[config.mk]
export PLATFORM = sky130hd
export DESIGN_NAME = serial_char_rx
export DESIGN_NICKNAME = d
export VERILOG_FILES = /design/src/rtl/scr_pkg.sv /design/src/rtl/scr_bit_timer.sv /design/src/rtl/scr_char_check.sv /design/src/rtl/serial_char_rx.sv
export SDC_FILE = /design/constraint.sdc
export NUM_CORES = 1
export LEC_CHECK = 0
export CORE_MARGIN = 5
export CORE_UTILIZATION = 45
export CTS_CLUSTER_DIAMETER = 80
export DETAILED_ROUTE_END_ITERATION = 6
export PLACE_DENSITY = 0.74
export SYNTH_ARGS = -nofsm -noshare
export SYNTH_HDL_FRONTEND = slang
export SYNTH_SLANG_ARGS = --single-unit
[constraint.sdc]
create_clock -name clk -period 6.61 [get_ports clk]
set_input_delay 0.9915 -clock clk [delete_from_list [all_inputs] [get_ports clk]]
set_output_delay 0.9915 -clock clk [all_outputs]
set_load 0.01 [all_outputs]
[src/rtl/scr_pkg.sv]
package scr_pkg;

    typedef enum logic [2:0] {
        PAR_NONE  = 3'd0,
        PAR_ODD   = 3'd1,
        PAR_EVEN  = 3'd2,
        PAR_MARK  = 3'd3,
        PAR_SPACE = 3'd4
    } par_mode_e;

    typedef enum logic [2:0] {
        ST_HUNT,
        ST_START,
        ST_DATA,
        ST_PAR,
        ST_STOP,
        ST_HOLD
    } rx_state_e;

    typedef struct packed {
        logic par_err;
        logic frame_err;
        logic brk;
    } rx_verdict_t;

    // True when the mode carries a parity bit on the line.
    function automatic logic mode_has_parity(par_mode_e m);
        return (m == PAR_ODD) || (m == PAR_EVEN) || (m == PAR_MARK) || (m == PAR_SPACE);
    endfunction

    // ones: XOR of the data bits, pbit: sampled parity bit.
    function automatic logic parity_bad(par_mode_e m, logic ones, logic pbit);
        case (m)
            PAR_ODD:   return ~(ones ^ pbit);
            PAR_EVEN:  return ones ^ pbit;
            PAR_MARK:  return ~pbit;
            PAR_SPACE: return pbit;
            default:   return 1'b0;
        endcase
    endfunction

endpackage

[src/rtl/scr_bit_timer.sv]
module scr_bit_timer #(
    parameter int FACTOR_W = 8
) (
    input  logic                clk,
    input  logic                rst,
    input  logic                tick,
    input  logic                arm,
    input  logic                half_sel,
    input  logic [FACTOR_W-1:0] factor,
    output logic                sample
);
    logic [FACTOR_W-1:0] cnt;
    logic [FACTOR_W-1:0] target;

    assign target = half_sel ? (factor >> 1) : factor;
    assign sample = tick && !arm && (cnt == target);

    always_ff @(posedge clk) begin
        if (rst) begin
            cnt <= FACTOR_W'(1);
        end else if (tick) begin
            if (arm || sample) begin
                cnt <= FACTOR_W'(1);
            end else begin
                cnt <= cnt + FACTOR_W'(1);
            end
        end
    end

    AST_SAMPLE_SPACING: assert property (@(posedge clk) disable iff (rst)
        (sample && !half_sel && factor > FACTOR_W'(1)) |=> !sample);

endmodule

[src/rtl/scr_char_check.sv]
module scr_char_check #(
    parameter int DATA_W = 8
) (
    input  logic [DATA_W-1:0]   shreg,
    input  logic                par_smp,
    input  logic                stop_smp,
    input  scr_pkg::par_mode_e  mode,
    output scr_pkg::rx_verdict_t verdict
);
    import scr_pkg::*;

    logic has_par;
    logic ones;
    logic all_low;

    assign has_par = mode_has_parity(mode);
    assign ones    = ^shreg;
    assign all_low = (shreg == '0) && (!has_par || !par_smp) && !stop_smp;

    always_comb begin
        verdict.brk       = all_low;
        verdict.par_err   = has_par && parity_bad(mode, ones, par_smp);
        verdict.frame_err = !stop_smp;
    end

    always_comb begin
        if (!has_par) begin
            AST_NO_PARITY_ERR: assert (!verdict.par_err);
        end
    end

endmodule

[src/rtl/serial_char_rx.sv]
module serial_char_rx #(
    parameter int DATA_W   = 8,
    parameter int FACTOR_W = 8,
    localparam int LEN_W   = $clog2(DATA_W + 1)
) (
    input  logic                clk,
    input  logic                rst,
    input  logic                os_tick,
    input  logic                rx_line,
    input  logic [FACTOR_W-1:0] os_factor,
    input  logic [LEN_W-1:0]    char_len,
    input  logic [2:0]          par_mode,
    output logic                char_valid,
    output logic [DATA_W-1:0]   char_data,
    output logic                par_err,
    output logic                frame_err,
    output logic                line_break
);
    import scr_pkg::*;

    rx_state_e         state;
    logic [DATA_W-1:0] shreg;
    logic [LEN_W-1:0]  bit_idx;
    logic [LEN_W-1:0]  len_eff;
    logic [LEN_W-1:0]  rj_shift;
    logic              par_smp;
    logic              smp;
    logic              arm;
    par_mode_e         mode;
    rx_verdict_t       verdict;

    assign mode     = par_mode_e'(par_mode);
    assign arm      = (state == ST_HUNT) || (state == ST_HOLD);
    assign rj_shift = LEN_W'(DATA_W) - len_eff;

    always_comb begin
        if (char_len == '0) begin
            len_eff = LEN_W'(1);
        end else if (char_len > LEN_W'(DATA_W)) begin
            len_eff = LEN_W'(DATA_W);
        end else begin
            len_eff = char_len;
        end
    end

    scr_bit_timer #(.FACTOR_W(FACTOR_W)) u_timer (
        .clk      (clk),
        .rst      (rst),
        .tick     (os_tick),
        .arm      (arm),
        .half_sel (state == ST_START),
        .factor   (os_factor),
        .sample   (smp)
    );

    scr_char_check #(.DATA_W(DATA_W)) u_check (
        .shreg    (shreg),
        .par_smp  (par_smp),
        .stop_smp (rx_line),
        .mode     (mode),
        .verdict  (verdict)
    );

    always_ff @(posedge clk) begin
        if (rst) begin
            state      <= ST_HUNT;
            shreg      <= '0;
            bit_idx    <= '0;
            par_smp    <= 1'b0;
            char_valid <= 1'b0;
            char_data  <= '0;
            par_err    <= 1'b0;
            frame_err  <= 1'b0;
            line_break <= 1'b0;
        end else begin
            char_valid <= 1'b0;
            char_data  <= '0;
            par_err    <= 1'b0;
            frame_err  <= 1'b0;
            line_break <= 1'b0;
            case (state)
                ST_HUNT: begin
                    if (os_tick && !rx_line) begin
                        state   <= ST_START;
                        shreg   <= '0;
                        bit_idx <= '0;
                        par_smp <= 1'b0;
                    end
                end
                ST_START: begin
                    if (smp) begin
                        state <= rx_line ? ST_HUNT : ST_DATA;
                    end
                end
                ST_DATA: begin
                    if (smp) begin
                        shreg <= {rx_line, shreg[DATA_W-1:1]};
                        if (bit_idx == len_eff - LEN_W'(1)) begin
                            state <= mode_has_parity(mode) ? ST_PAR : ST_STOP;
                        end else begin
                            bit_idx <= bit_idx + LEN_W'(1);
                        end
                    end
                end
                ST_PAR: begin
                    if (smp) begin
                        par_smp <= rx_line;
                        state   <= ST_STOP;
                    end
                end
                ST_STOP: begin
                    if (smp) begin
                        if (verdict.brk) begin
                            line_break <= 1'b1;
                            state      <= ST_HOLD;
                        end else begin
                            char_valid <= 1'b1;
                            char_data  <= shreg >> rj_shift;
                            par_err    <= verdict.par_err;
                            frame_err  <= verdict.frame_err;
                            state      <= ST_HUNT;
                        end
                    end
                end
                ST_HOLD: begin
                    if (os_tick && rx_line) begin
                        state <= ST_HUNT;
                    end
                end
                default: state <= ST_HUNT;
            endcase
        end
    end

    AST_RIGHT_JUSTIFIED: assert property (@(posedge clk) disable iff (rst)
        char_valid |-> ((char_data >> len_eff) == '0));
    AST_GLITCH_TO_HUNT: assert property (@(posedge clk) disable iff (rst)
        (state == ST_START && smp && rx_line) |=> (state == ST_HUNT));
    AST_BREAK_NOT_CHAR: assert property (@(posedge clk) disable iff (rst)
        !(char_valid && line_break));
    AST_BREAK_ONCE: assert property (@(posedge clk) disable iff (rst)
        line_break |=> !line_break);
    AST_HOLD_UNTIL_HIGH: assert property (@(posedge clk) disable iff (rst)
        (state == ST_HOLD && !(os_tick && rx_line)) |=> (state == ST_HOLD));
    AST_VALID_PULSE: assert property (@(posedge clk) disable iff (rst)
        char_valid |=> !char_valid);
    AST_FLAGS_QUIET: assert property (@(posedge clk) disable iff (rst)
        !char_valid |-> !(par_err || frame_err));

endmodule

# Word level (Yosys, flattened, before mapping)
# Cells that the tools add are included.
op_classes:
  shift: 1
  n_reduce_logical: 29
  muxes: 28
  bitwise_logic: 5
  eq_ne: 19
  n_lt_le_gt_ge: 1
  addsub: 4
ops:
  columns: ["operator", "n"]
  rows:
  - ["$mux W8", 4]
  - ["$mux W3", 9]
  - ["$mux W4", 5]
  - ["$pmux W3 S6", 1]
  - ["$pmux W8 S2", 1]
  - ["$eq A3 B2 Y1 const B", 4]
  - ["$ne A2 B1 Y1 const B", 5]
  - ["$eq A3 B3 Y1 const B", 3]
  - ["$add A8 B1 Y8 const B", 1]
  - ["$eq A8 B8 Y1", 1]
  - ["$logic_not A8 Y1", 1]
  - ["$pmux W4 S2", 1]
  - ["$reduce_xor A8 Y1", 1]
  - ["$shr A8 B4 Y8", 1]
  - ["$logic_and A1 B1 Y1", 7]
  - ["$reduce_and A7 Y1", 1]
  - ["$eq A3 B1 Y1 const B", 2]
  - ["$logic_or A1 B1 Y1", 6]
  - ["$ne A2 B2 Y1 const B", 3]
  - ["$reduce_and A3 Y1", 2]
  - ["$add A4 B1 Y4 const B", 1]
  - ["$eq A4 B4 Y1", 1]
  - ["$gt A4 B4 Y1 const B", 1]
  - ["$logic_not A1 Y1", 4]
  - ["other kinds (14)", 21]
totals:
  wordCells: 97
  ff_bits: 36

# Depth between registers and ports, before layout
# Gate-level depths: netlist (run 1).
depth:
  word_depth: 11
  ltp_mapped: 12
  ltp_nobuf: 11

# Cells and area by module
# A second synthesis (run 1) with hierarchy kept.
hier_totals:
  cells_unflattened: 269
  hier_area_um2: 2309.7
modules_own_cells:
  columns: ["module", "area_per_inst_um2", "n_inst", "cells_per_inst"]
  rows:
  - ["serial_char_rx", 1552.7, 1, 176]
  - ["scr_bit_timer", 555.5, 1, 61]
  - ["scr_char_check", 201.4, 1, 32]

# Least setup slack after synthesis (run 1)
# Ideal clock, no wire load.
synth_timing:
  path_kind: "input port to flip-flop"
  start: "in char_len[1]"
  end: "reg bit_idx[3]"
  setup_slack_ns: 3.119
  arrival_ns: 3.421
  stages: 12
  n_path_buf: 1
  cell_sequence: "o21ba_2 > nor2_1 > inv_1 > ha_1 > clkbuf_1 > xnor2_1 > nor2_1 > a31oi_1 > nand2b_1 > nand4_1 > or3_1 > a21oi_1"
synth_via:
  elab_chain_len: 7
  word_cells_on_any_way: 8
synth_lines:
  columns: ["element", "line", "rtl"]
  rows:
  - ["start, declared", "serial_char_rx.sv:11", "input logic [LEN_W-1:0] char_len,"]
  - ["$gt A4 B4 Y1", "serial_char_rx.sv:39", "end else if (char_len > LEN_W'(DATA_W)) begin"]
  - ["$mux W4", "serial_char_rx.sv:39", null]
  - ["$mux W4 *", "serial_char_rx.sv:37", "if (char_len == '0) begin"]
  - ["$sub A4 B1 Y4 *", "serial_char_rx.sv:98", "if (bit_idx == len_eff - LEN_W'(1)) begin"]
  - ["$eq A4 B4 Y1 *", "serial_char_rx.sv:98", null]
  - ["$ne A2 B2 Y1 (no source line) *", null, null]
  - ["$reduce_and A4 Y1 (no source line) *", null, null]
  - ["end signal, assigned", "serial_char_rx.sv:101", "bit_idx <= bit_idx + LEN_W'(1);"]
  - ["end, declared", "serial_char_rx.sv:23", "logic [LEN_W-1:0] bit_idx;"]
# Every way passes the cells marked *; elsewhere a longest branch is shown, timed or not.
# A chain may end at the register's enable or synchronous reset.

# Final worst setup path (run 1)
# Ends and elaborated chain as after synthesis.

==> run_results.csv, run 1 <==
group,metric,value,unit
timing,fin_tns_setup,0,ns
timing,tightest_slew,0.796,ns
worst_setup_path,worstReg2RegStart,"state[0]",
timing,worst_slack,2.76,ns
detailed_routing,via_per_inst,5.43,
synthesis,ys_types,53,
layout,syn2layout_area_growth,19.0,%
worst_setup_path,crit_path_end_kind,"register",
clocking,holdBufCountCts,0,
timing,max_freq,0.259,GHz
detailed_routing,routed_wl,4930,um
place,port_buffers,30,
layout,drive_above_1_share,0.0584,
synthesis,syn_inst,263,
place,place_congestion,0.883,
global_routing,grt_use_total,0.166,
timing,hold_violations,0,
layout,nets,317,
place,place_ws,2.50,ns
power,seqPwrFrac,0.499,
worst_hold_path,hold_end,"bit_idx[3]",
detailed_routing,drt_iter0_drc,167,
power,power_frac_clock,0.312,
die,die_h,80.1,um
synthesis,ys_dominant_reg_cell,"dfxtp_1",
clocking,htreeDepth,2,
timing,min_period,3.85,ns
power,p_int,0.000332,W
timing,rsz0062_at_grt,"no",
detailed_routing,top_layer,"met4",
global_routing,first_global_vias,1871,
timing,drv_slew,0,
clocking,numCtsBuffers,5,
power,p_leak,0.948,nW
detailed_routing,route.met2.wl,2410,um
clocking,root_buffer,"clkbuf_8",
detailed_routing,vias,1944,
die,die_area,0.00641,sq mm
status,status,"complete, no violations",
worst_hold_path,hp-class,"reg2reg",
detailed_routing,met3_length,205,um
synthesis,yosysWarnings,0,
power,irDropWorstVdd,110,uV
synthesis,synth_edf_count,0,
die,initial_core_util,0.464,
power,power_density,175,mW/mm^2
place,place_hpwl,3790,um
power,p_comb_frac,0.189,
timing,relSlewSlack,0.466,
power,p_sw_frac,0.278,
timing,skew,0.00839,ns
global_routing,grt_start_max_net_pins,16,
clocking,cts_resized,0,
flow_run,cap_violations,0,
synthesis,synth-seq-cells,36,
worst_setup_path,cp.arrival,4.06,ns
clocking,insertion_delay,0.28,ns
die,core,0.00475,sq mm
worst_setup_path,required,6.82,ns
worst_setup_path,reg2reg_slack,3.86,ns
timing,period_share,0.583,
die,die_x,80.1,um
worst_hold_path,min_from,"bit_idx[3]",
detailed_routing,drc,0,
worst_setup_path,start_kind,"input port",
synthesis,avgSynthCellArea,8.40,sq um
detailed_routing,wl_met1,2230,um
detailed_routing,wl_per_cell,13.8,um
detailed_routing,first_pass_iters,4,
worst_setup_path,critPathKind,"in2reg",
global_routing,grt.overflow.total,0,
synthesis,syn-cell-area,0.00221,sq mm
worst_setup_path,worstPathMaxFanout,8,
die,pin_count,31,
timing,setup_violations,0,
detailed_routing,ant_nets,0,
synthesis,syn_nets,289,
clocking,cts.sinks,36,
die,rows,25,
clocking,cts_tree,"built",
clocking,postCtsSetupBuffers,0,
power,p_switching,0.000128,W
global_routing,antenna_found_initial,0,
synthesis,ys_seq_area_frac,0.326,
worst_setup_path,reg2reg_depth,7,
worst_hold_path,holdPathStages,2,
worst_setup_path,r2r-end,"u_timer.cnt[3]",
clocking,clk_path_buf_depth,2,
global_routing,grt_pass1_wl,8490,um
synthesis,async_flop_share,0,
layout,antenna_cells,0,
clocking,clk_pin_slew,0.07,ns
==> registers in the layout (all words and copies together), names as in the netlist <==
register	count
bit_idx	4
char_data	8
char_valid	1
frame_err	1
line_break	1
par_err	1
par_smp	1
shreg	8
state	3
u_timer.cnt	8
==> worst max-delay path, stage by stage <==
cell	delay, ns
clkdlybuf4s50_1	0.44
o21ba_2	0.24
nor2_1	0.37
inv_1	0.21
ha_1	0.49
xnor2_1	0.15
nor2_1	0.05
a31oi_1	0.36
nand2b_1	0.18
nand4_1	0.11
or3_1	0.32
a21oi_1	0.14
==> per-layer routing <==
layer  track usage  vias up
li1              -      993
met1         0.210      898
met2         0.279       47
met3        0.0314        6
met4        0.0608        0
met5             0        -
==> per-stage QoR <==
step | hold slack (ns) | util | total power [W] | cell area (sq um) | cells
2_1_floorplan | 0.459 | - | 0.000295 | 2210 | 263
3_3_place_gp | 0.481 | 0.537 | 0.000319 | 2550 | 351
3_5_place_dp | 0.492 | 0.537 | 0.000321 | 2550 | 351
4_1_cts | 0.505 | 0.553 | 0.000465 | 2630 | 358
5_1_grt | 0.535 | 0.553 | 0.000487 | 2630 | 358
6_report | 0.510 | 0.553 | 0.000460 | 2630 | 358
==> layout make-up <==
type,instances,area (sq um)
Tap cell,67,83.8
Timing Repair Buffer,30,300
Sequential cell,36,721
Clock inverter,1,5.00
Fill cell,468,2130
Clock buffer,6,72.6
Inverter,21,78.8
Multi-Input combinational cell,197,1370
==> kinds of logic (layout without fill, tap and decap cells) <==
| group | after synthesis | in the layout | share of synthesized area |
|---|---|---|---|
| mux | 11 | 11 | 0.0612 |
| compound gates | 61 | 61 | 0.197 |
| fa+ha+maj | 7 | 7 | 0.0397 |
| simple gates | 95 | 95 | 0.224 |
| buf+inv | 30 | 58 | 0.0544 |
| flops | 36 | 36 | 0.326 |
| xor+xnor | 23 | 23 | 0.0975 |
==> how the worst max path moves through the flow <==
| stage | from | to | slack (ns) | cells past startpoint |
|---|---|---|---|---|
| after global placement | char_len[1] | bit_idx[3] | 2.57 | 12 |
| after floorplan | char_len[1] | bit_idx[3] | 3.12 | 12 |
| after global routing | char_len[1] | bit_idx[3] | 2.31 | 12 |
| final | char_len[1] | bit_idx[3] | 2.76 | 12 |
| after CTS | char_len[1] | bit_idx[3] | 2.78 | 12 |
| after detailed placement | char_len[1] | bit_idx[3] | 2.50 | 12 |
==> cell usage in the layout, fill, tap and decap left out, types with 2 or more instances in the layout <==
| cell | n |
|---|---|
| dfxtp_1 | 36 |
| clkdlybuf4s50_1 | 30 |
| nor2_1 | 28 |
| inv_1 | 21 |
| a21oi_1 | 14 |
| nand2_1 | 14 |
| xnor2_1 | 13 |
| nor2b_1 | 10 |
| xor2_1 | 9 |
| nand4_1 | 9 |
| mux2i_1 | 9 |
| o21ai_0 | 9 |
| a22o_1 | 8 |
| nor3_1 | 7 |
| ha_1 | 7 |
| nand2b_1 | 5 |
| nand3_1 | 5 |
| clkbuf_8 | 5 |
| a31oi_1 | 4 |
| or3_1 | 3 |
| o22ai_1 | 3 |
| o21bai_1 | 3 |
| and3_1 | 3 |
| o32ai_1 | 2 |
| nor4_1 | 2 |
| o211ai_1 | 2 |
| mux4_2 | 2 |
| a21oi_2 | 2 |
==> cells in the mapped netlist (all sizes together) (2+ instances only) <==
cell | n | share of area
dfxtp | 36 | 0.33
nor2 | 28 | 0.048
inv | 21 | 0.036
a21oi | 16 | 0.040
nand2 | 14 | 0.024
xnor2 | 13 | 0.052
nor2b | 10 | 0.028
mux2i | 9 | 0.041
nand4 | 9 | 0.025
o21ai | 9 | 0.020
xor2 | 9 | 0.036
a22o | 8 | 0.032
nor3 | 8 | 0.020
ha | 7 | 0.040
clkbuf | 5 | 0.0085
nand2b | 5 | 0.014
nand3 | 5 | 0.011
a31oi | 4 | 0.011
buf | 4 | 0.010
and3 | 3 | 0.0085
o21bai | 3 | 0.010
o22ai | 3 | 0.0085
or3 | 3 | 0.0085
a211oi | 2 | 0.012
mux4 | 2 | 0.020
nor3b | 2 | 0.0091
nor4 | 2 | 0.0057
o211ai | 2 | 0.0068
o32ai | 2 | 0.0079
or2 | 2 | 0.0057
or4 | 2 | 0.0085
==> power by group through the flow <==
| stage | Sequential (W) | Clock [W] | Combinational, W |
|---|---|---|---|
| final | 0.000230 | 0.000143 | 0.0000868 |
| after global routing | 0.000230 | 0.000160 | 0.0000971 |
| after CTS | 0.000229 | 0.000149 | 0.0000865 |
| after detailed placement | 0.000234 | 0 | 0.0000863 |
| after global placement | 0.000234 | 0 | 0.0000847 |
| after floorplan | 0.000228 | 0 | 0.0000666 |
Power figures use the tool's default switching activity.
==> inputs of run 2 (changes only) <==
PLACE_DENSITY = 0.76   (was 0.74)
clock period = 3.2 ns   (was 6.61 ns; I/O delays follow)
==> run_results.csv, run 2 (synthesized netlist as in run 1, its figures left out) <==
group,metric,value,unit
worst_setup_path,critPathKind,"in2reg",
detailed_routing,ant_nets,0,
worst_setup_path,cpMaxStageDelayCell,"clkdlybuf4s50_1",
layout,stdcell_area,0.00273,sq mm
timing,fin_tns_setup,0,ns
power,p_int,0.000778,W
global_routing,antenna_found_initial,0,
power,power_frac_clock,0.374,
power,power_density,388,mW/mm^2
worst_setup_path,path_cells,"clkdlybuf4s50_1, o21ba_2, nor2_1, inv_1, ha_1, xnor3_1, a31oi_1, buf_4, nor3_1, a32o_1, a31o_2",
detailed_routing,via_per_inst,5.50,
layout,mostFrequentLayoutCells,"dfxtp_1, clkdlybuf4s50_1, nor2_1",
timing,max_freq,0.374,GHz
clocking,root_buffer,"clkbuf_8",
detailed_routing,vias,2024,
layout,antenna_cells,0,
layout,fill_cells,457,
timing,min_period,2.68,ns
clocking,numCtsBuffers,5,
detailed_routing,first_pass_iters,4,
timing,hold_violations,0,
power,p_leak,1.01,nW
detailed_routing,routed_wl,4860,um
worst_setup_path,cp.arrival,2.86,ns
timing,skew,0.00641,ns
die,die_h,80.1,um
clocking,postCtsSetupBuffers,0,
worst_setup_path,required,3.38,ns
worst_setup_path,start_kind,"input port",
status,status,"complete, no violations",
worst_setup_path,cpLargestDelayFamily,"compound AO/OA/AOI/OAI gates",
worst_setup_path,crit_path_end_kind,"register",
clocking,cts_tree,"built",
power,p_sw_frac,0.265,
layout,final_common_cell,"dfxtp_1",
clocking,clk_path_buf_depth,2,
place,dpl_cell_area,0.00262,sq mm
clocking,clk_pin_slew,0.08,ns
global_routing,grt_use_total,0.164,
layout,top_regs,"char_data (8), shreg (8), u_timer.cnt (8)",
layout,multiInputGateArea,0.00137,sq mm
die,die_x,80.1,um
worst_hold_path,min_from,"bit_idx[3]",
detailed_routing,drc,0,
layout,seqCellArea,721,sq um
worst_setup_path,timing.critical_path.buf_inv,3,
die,die_area,0.00641,sq mm
power,seqPwrFrac,0.441,
worst_hold_path,hp-class,"reg2reg",
worst_setup_path,reg2reg_slack,0.66,ns
power,p_switching,0.000281,W
worst_setup_path,cp.depth,11,
power,p_comb_frac,0.185,
worst_setup_path,cp_slowest_stage_delay,0.44,ns
die,initial_core_util,0.464,
global_routing,grt_start_max_net_pins,16,
clocking,insertion_delay,0.29,ns
detailed_routing,drt_iter0_drc,92,
worst_hold_path,hold_end,"bit_idx[3]",
timing,period_share,0.837,
global_routing,grt_pass1_wl,8290,um
worst_setup_path,r2r-end,"bit_idx[2]",
worst_hold_path,holdPathStages,2,
timing,relSlewSlack,0.667,
place,place_congestion,0.912,
clocking,cts_resized,0,
timing,setup_violations,0,
die,pin_count,31,
clocking,htreeDepth,2,
timing,drv_slew,0,
layout,syn2layout_area_growth,23.5,%
timing,tightest_slew,0.498,ns
place,port_buffers,30,
worst_setup_path,worstReg2RegStart,"state[2]",
clocking,cts.sinks,36,
global_routing,grt.overflow.total,0,
clocking,holdBufCountCts,0,
place,place_hpwl,3810,um
layout,nets,326,
power,irDropWorstVdd,280,uV
global_routing,first_global_vias,1890,
detailed_routing,wl_per_cell,13.2,um
die,core,0.00475,sq mm
worst_setup_path,reg2reg_depth,6,
layout,drive_above_1_share,0.0897,
timing,rsz0062_at_grt,"no",
flow_run,cap_violations,0,
die,rows,25,
worst_setup_path,worstPathMaxFanout,3,
## run 2: cell count changes in the layout (fill, tap and decap cells not counted), sizes merged
cell / previous run / this run
buf: 0 / 9
bufinv: 0 / 1
## run 2: area by class of cell
| cell class | count | area share |
|---|---|---|
| Clock inverter | 2 | 0.0128 |
| Inverter | 21 | 0.0289 |
| Tap cell | 67 | 0.0307 |
| Timing Repair Buffer | 39 | 0.135 |
| Multi-Input combinational cell | 197 | 0.502 |
| Sequential cell | 36 | 0.264 |
| Clock buffer | 6 | 0.0266 |
## run 2: worst max path at each step
| stage | startpoint | slack (ns) | end |
|---|---|---|---|
| 6_report | char_len[1] | 0.52 | state[0] |
| 5_1_grt | os_factor[4] | 0.24 | u_timer.cnt[4] |
| 4_1_cts | char_len[1] | 0.51 | bit_idx[3] |
| 3_5_place_dp | char_len[1] | 0.20 | bit_idx[3] |
| 3_3_place_gp | char_len[1] | 0.26 | state[0] |
| 2_1_floorplan | char_len[1] | 0.22 | bit_idx[3] |
## run 2: metal layers
| layer | share of wire | track usage | vias up |
|---|---|---|---|
| met1 | 0.42 | 0.189 | 962 |
| met5 | 0 | 0 | - |
| met3 | 0.037 | 0.0471 | 7 |
| li1 | - | - | 1012 |
| met2 | 0.53 | 0.291 | 43 |
| met4 | 0.014 | 0.0507 | 0 |
## run 2: metrics by stage
stage	utilization	power [W]	std cells	setup WS, ns	hold WS, ns
floorplan	-	0.000609	263	0.221	0.459
global placement	0.551	0.000669	360	0.258	0.470
detailed placement	0.551	0.000673	360	0.202	0.492
CTS	0.573	0.00107	368	0.505	0.504
global route	0.573	0.00112	368	0.236	0.532
finish	0.573	0.00106	368	0.523	0.502
## run 2: power by group through the flow
stage	sequential [W]	clock [W]	combinational [W]
final	0.000467	0.000396	0.000196
after floorplan	0.000471	0	0.000138
after CTS	0.000466	0.000404	0.000196
after global placement	0.000477	0	0.000192
after global routing	0.000468	0.000427	0.000220
after detailed placement	0.000477	0	0.000196
## run 2: worst reg2reg max path, cell delays in order, from the launching register on
cell and delay (ns):
dfxtp_1 0.55, nor3b_2 0.16, or4_4 0.58, a211oi_4 0.40, a21oi_2 0.17, or4_1 0.48
a21oi_1 0.14
==> inputs of run 3 (changes only) <==
PLACE_DENSITY = 0.74   (was 0.76)
clock period = 2.7 ns   (was 3.2 ns; I/O delays follow)
==> run_results.csv, run 3 (synthesized netlist as in run 1, its figures left out) <==
group,metric,value,unit
worst_hold_path,hold_end,"bit_idx[3]",
layout,stdcell_area,0.00292,sq mm
die,initial_core_util,0.464,
clocking,root_buffer,"clkbuf_8",
power,power_frac_clock,0.364,
die,core,0.00475,sq mm
power,p_int,0.000949,W
timing,period_share,0.943,
worst_setup_path,cp_slowest_stage_delay,0.42,ns
worst_setup_path,worstPathMaxFanout,3,
detailed_routing,first_pass_iters,4,
timing,setup_violations,0,
timing,fin_tns_setup,0,ns
clocking,clk_pin_slew,0.07,ns
clocking,htreeDepth,2,
layout,multiInputGateArea,0.00137,sq mm
worst_setup_path,cpLargestDelayFamily,"simple AND/OR/NAND/NOR gates",
worst_setup_path,crit_path_end_kind,"register",
timing,skew,0.00675,ns
worst_setup_path,cpMaxStageDelayCell,"clkdlybuf4s50_1",
worst_hold_path,hp-class,"reg2reg",
layout,mostFrequentLayoutCells,"dfxtp_1, buf_4, clkdlybuf4s50_1",
clocking,cts_tree,"built",
layout,drive_above_1_share,0.166,
place,dpl_cell_area,0.00281,sq mm
detailed_routing,drt_iter0_drc,71,
global_routing,grt_use_total,0.179,
global_routing,first_global_vias,2041,
detailed_routing,wl_per_cell,13.7,um
timing,hold_violations,0,
status,status,"complete, no violations",
global_routing,grt_start_max_net_pins,15,
timing,max_freq,0.393,GHz
worst_setup_path,critPathKind,"in2reg",
place,port_buffers,30,
worst_setup_path,cp.depth,11,
detailed_routing,ant_nets,0,
worst_setup_path,worstReg2RegStart,"u_timer.cnt[3]",
clocking,postCtsSetupBuffers,0,
worst_setup_path,cp.arrival,2.76,ns
place,place_congestion,0.897,
worst_hold_path,holdPathStages,2,
layout,fill_cells,433,
flow_run,cap_violations,0,
die,die_area,0.00641,sq mm
global_routing,antenna_found_initial,0,
worst_setup_path,reg2reg_slack,0.34,ns
die,rows,25,
timing,tightest_slew,0.461,ns
layout,fin_cells,393,
power,irDropWorstVdd,312,uV
layout,seqCellArea,721,sq um
power,p_switching,0.000344,W
power,p_comb_frac,0.213,
place,place_hpwl,4250,um
detailed_routing,vias,2108,
global_routing,grt.overflow.total,0,
timing,min_period,2.55,ns
die,die_h,80.1,um
worst_setup_path,start_kind,"input port",
worst_setup_path,r2r-end,"bit_idx[2]",
worst_hold_path,min_from,"bit_idx[3]",
clocking,clk_path_buf_depth,2,
clocking,cts_resized,0,
timing,rsz0062_at_grt,"no",
worst_setup_path,path_cells,"clkdlybuf4s50_1, o21ba_2, nor2_2, inv_1, ha_1, xnor3_1, a31oi_1, nand2b_1, nand4_1, or3_1, a21oi_1",
clocking,numCtsBuffers,5,
detailed_routing,routed_wl,5390,um
layout,antenna_cells,0,
clocking,cts.sinks,36,
power,p_leak,1.13,nW
timing,drv_slew,0,
clocking,holdBufCountCts,0,
detailed_routing,via_per_inst,5.36,
layout,syn2layout_area_growth,32.2,%
die,die_x,80.1,um
worst_setup_path,required,2.92,ns
power,p_sw_frac,0.266,
die,pin_count,31,
global_routing,grt_pass1_wl,9050,um
detailed_routing,drc,0,
layout,nets,351,
power,seqPwrFrac,0.423,
clocking,insertion_delay,0.29,ns
worst_setup_path,reg2reg_depth,7,
timing,relSlewSlack,0.691,
layout,final_common_cell,"dfxtp_1",
layout,top_regs,"char_data (8), shreg (8), u_timer.cnt (8)",
worst_setup_path,timing.critical_path.buf_inv,2,
place,dp_cells,385,
power,power_density,443,mW/mm^2
-- run 3: changes by cell type in the layout (fill, tap and decap cells not counted) --
| cell | change |
|---|---|
| buf_4 | +25 |
| clkbuf_1 | -1 |
| clkinvlp_4 | +1 |
| nor2_1 | -1 |
| nor2_2 | +1 |
-- run 3: final cells by class --
class | count | area share
clock buffers | 5 | 0.0236
clock inverters | 3 | 0.0146
inverters | 21 | 0.0270
multi-input cells | 197 | 0.469
flip-flops and latches | 36 | 0.247
well taps | 67 | 0.0287
repair buffers | 64 | 0.190
-- run 3: power by group through the flow --
stage                     Combinational (W)  Clock (W)  Sequential [W]
final                              0.000275   0.000471        0.000547
after global routing               0.000302   0.000509        0.000547
after CTS                          0.000274   0.000478        0.000547
after detailed placement           0.000273          0        0.000559
after global placement             0.000270          0        0.000559
after floorplan                    0.000164          0        0.000559
-- run 3: how the worst max path moves through the flow --
stage                           start         end  slack [ns]
after floorplan           char_len[1]  bit_idx[3]        0.04
after global placement    char_len[1]    state[0]       -0.07
after detailed placement  char_len[1]  bit_idx[3]       -0.13
after CTS                 char_len[1]  bit_idx[3]        0.17
after global routing      char_len[1]  bit_idx[3]        0.04
final                     char_len[1]  bit_idx[3]        0.15
-- run 3: metrics by stage --
step                      utilization  power [W]  hold WS, ns  worst slack, ns
after floorplan                     -   0.000723        0.459           0.0431
after global placement          0.591   0.000828        0.473          -0.0707
after detailed placement        0.591   0.000832        0.480           -0.129
after CTS                       0.614    0.00130        0.492            0.168
after global routing            0.614    0.00136        0.532           0.0401
final                           0.614    0.00129        0.494            0.154
-- run 3: layer usage --
layer  part of all wire  track usage  vias to the layer above
li1                   -            -                     1061
met1               0.42        0.203                      985
met2               0.52        0.325                       56
met3              0.048       0.0404                        6
met4             0.0089       0.0659                        0
met5                  0            0                        -
-- run 3: worst reg2reg max path, stage by stage (launching register included) --
cell	delay (ns)
dfxtp_1	0.37
xor2_1	0.18
nor4_1	0.30
nand4_1	0.21
a211oi_4	0.46
a21oi_2	0.15
or4_1	0.48
a21oi_1	0.14
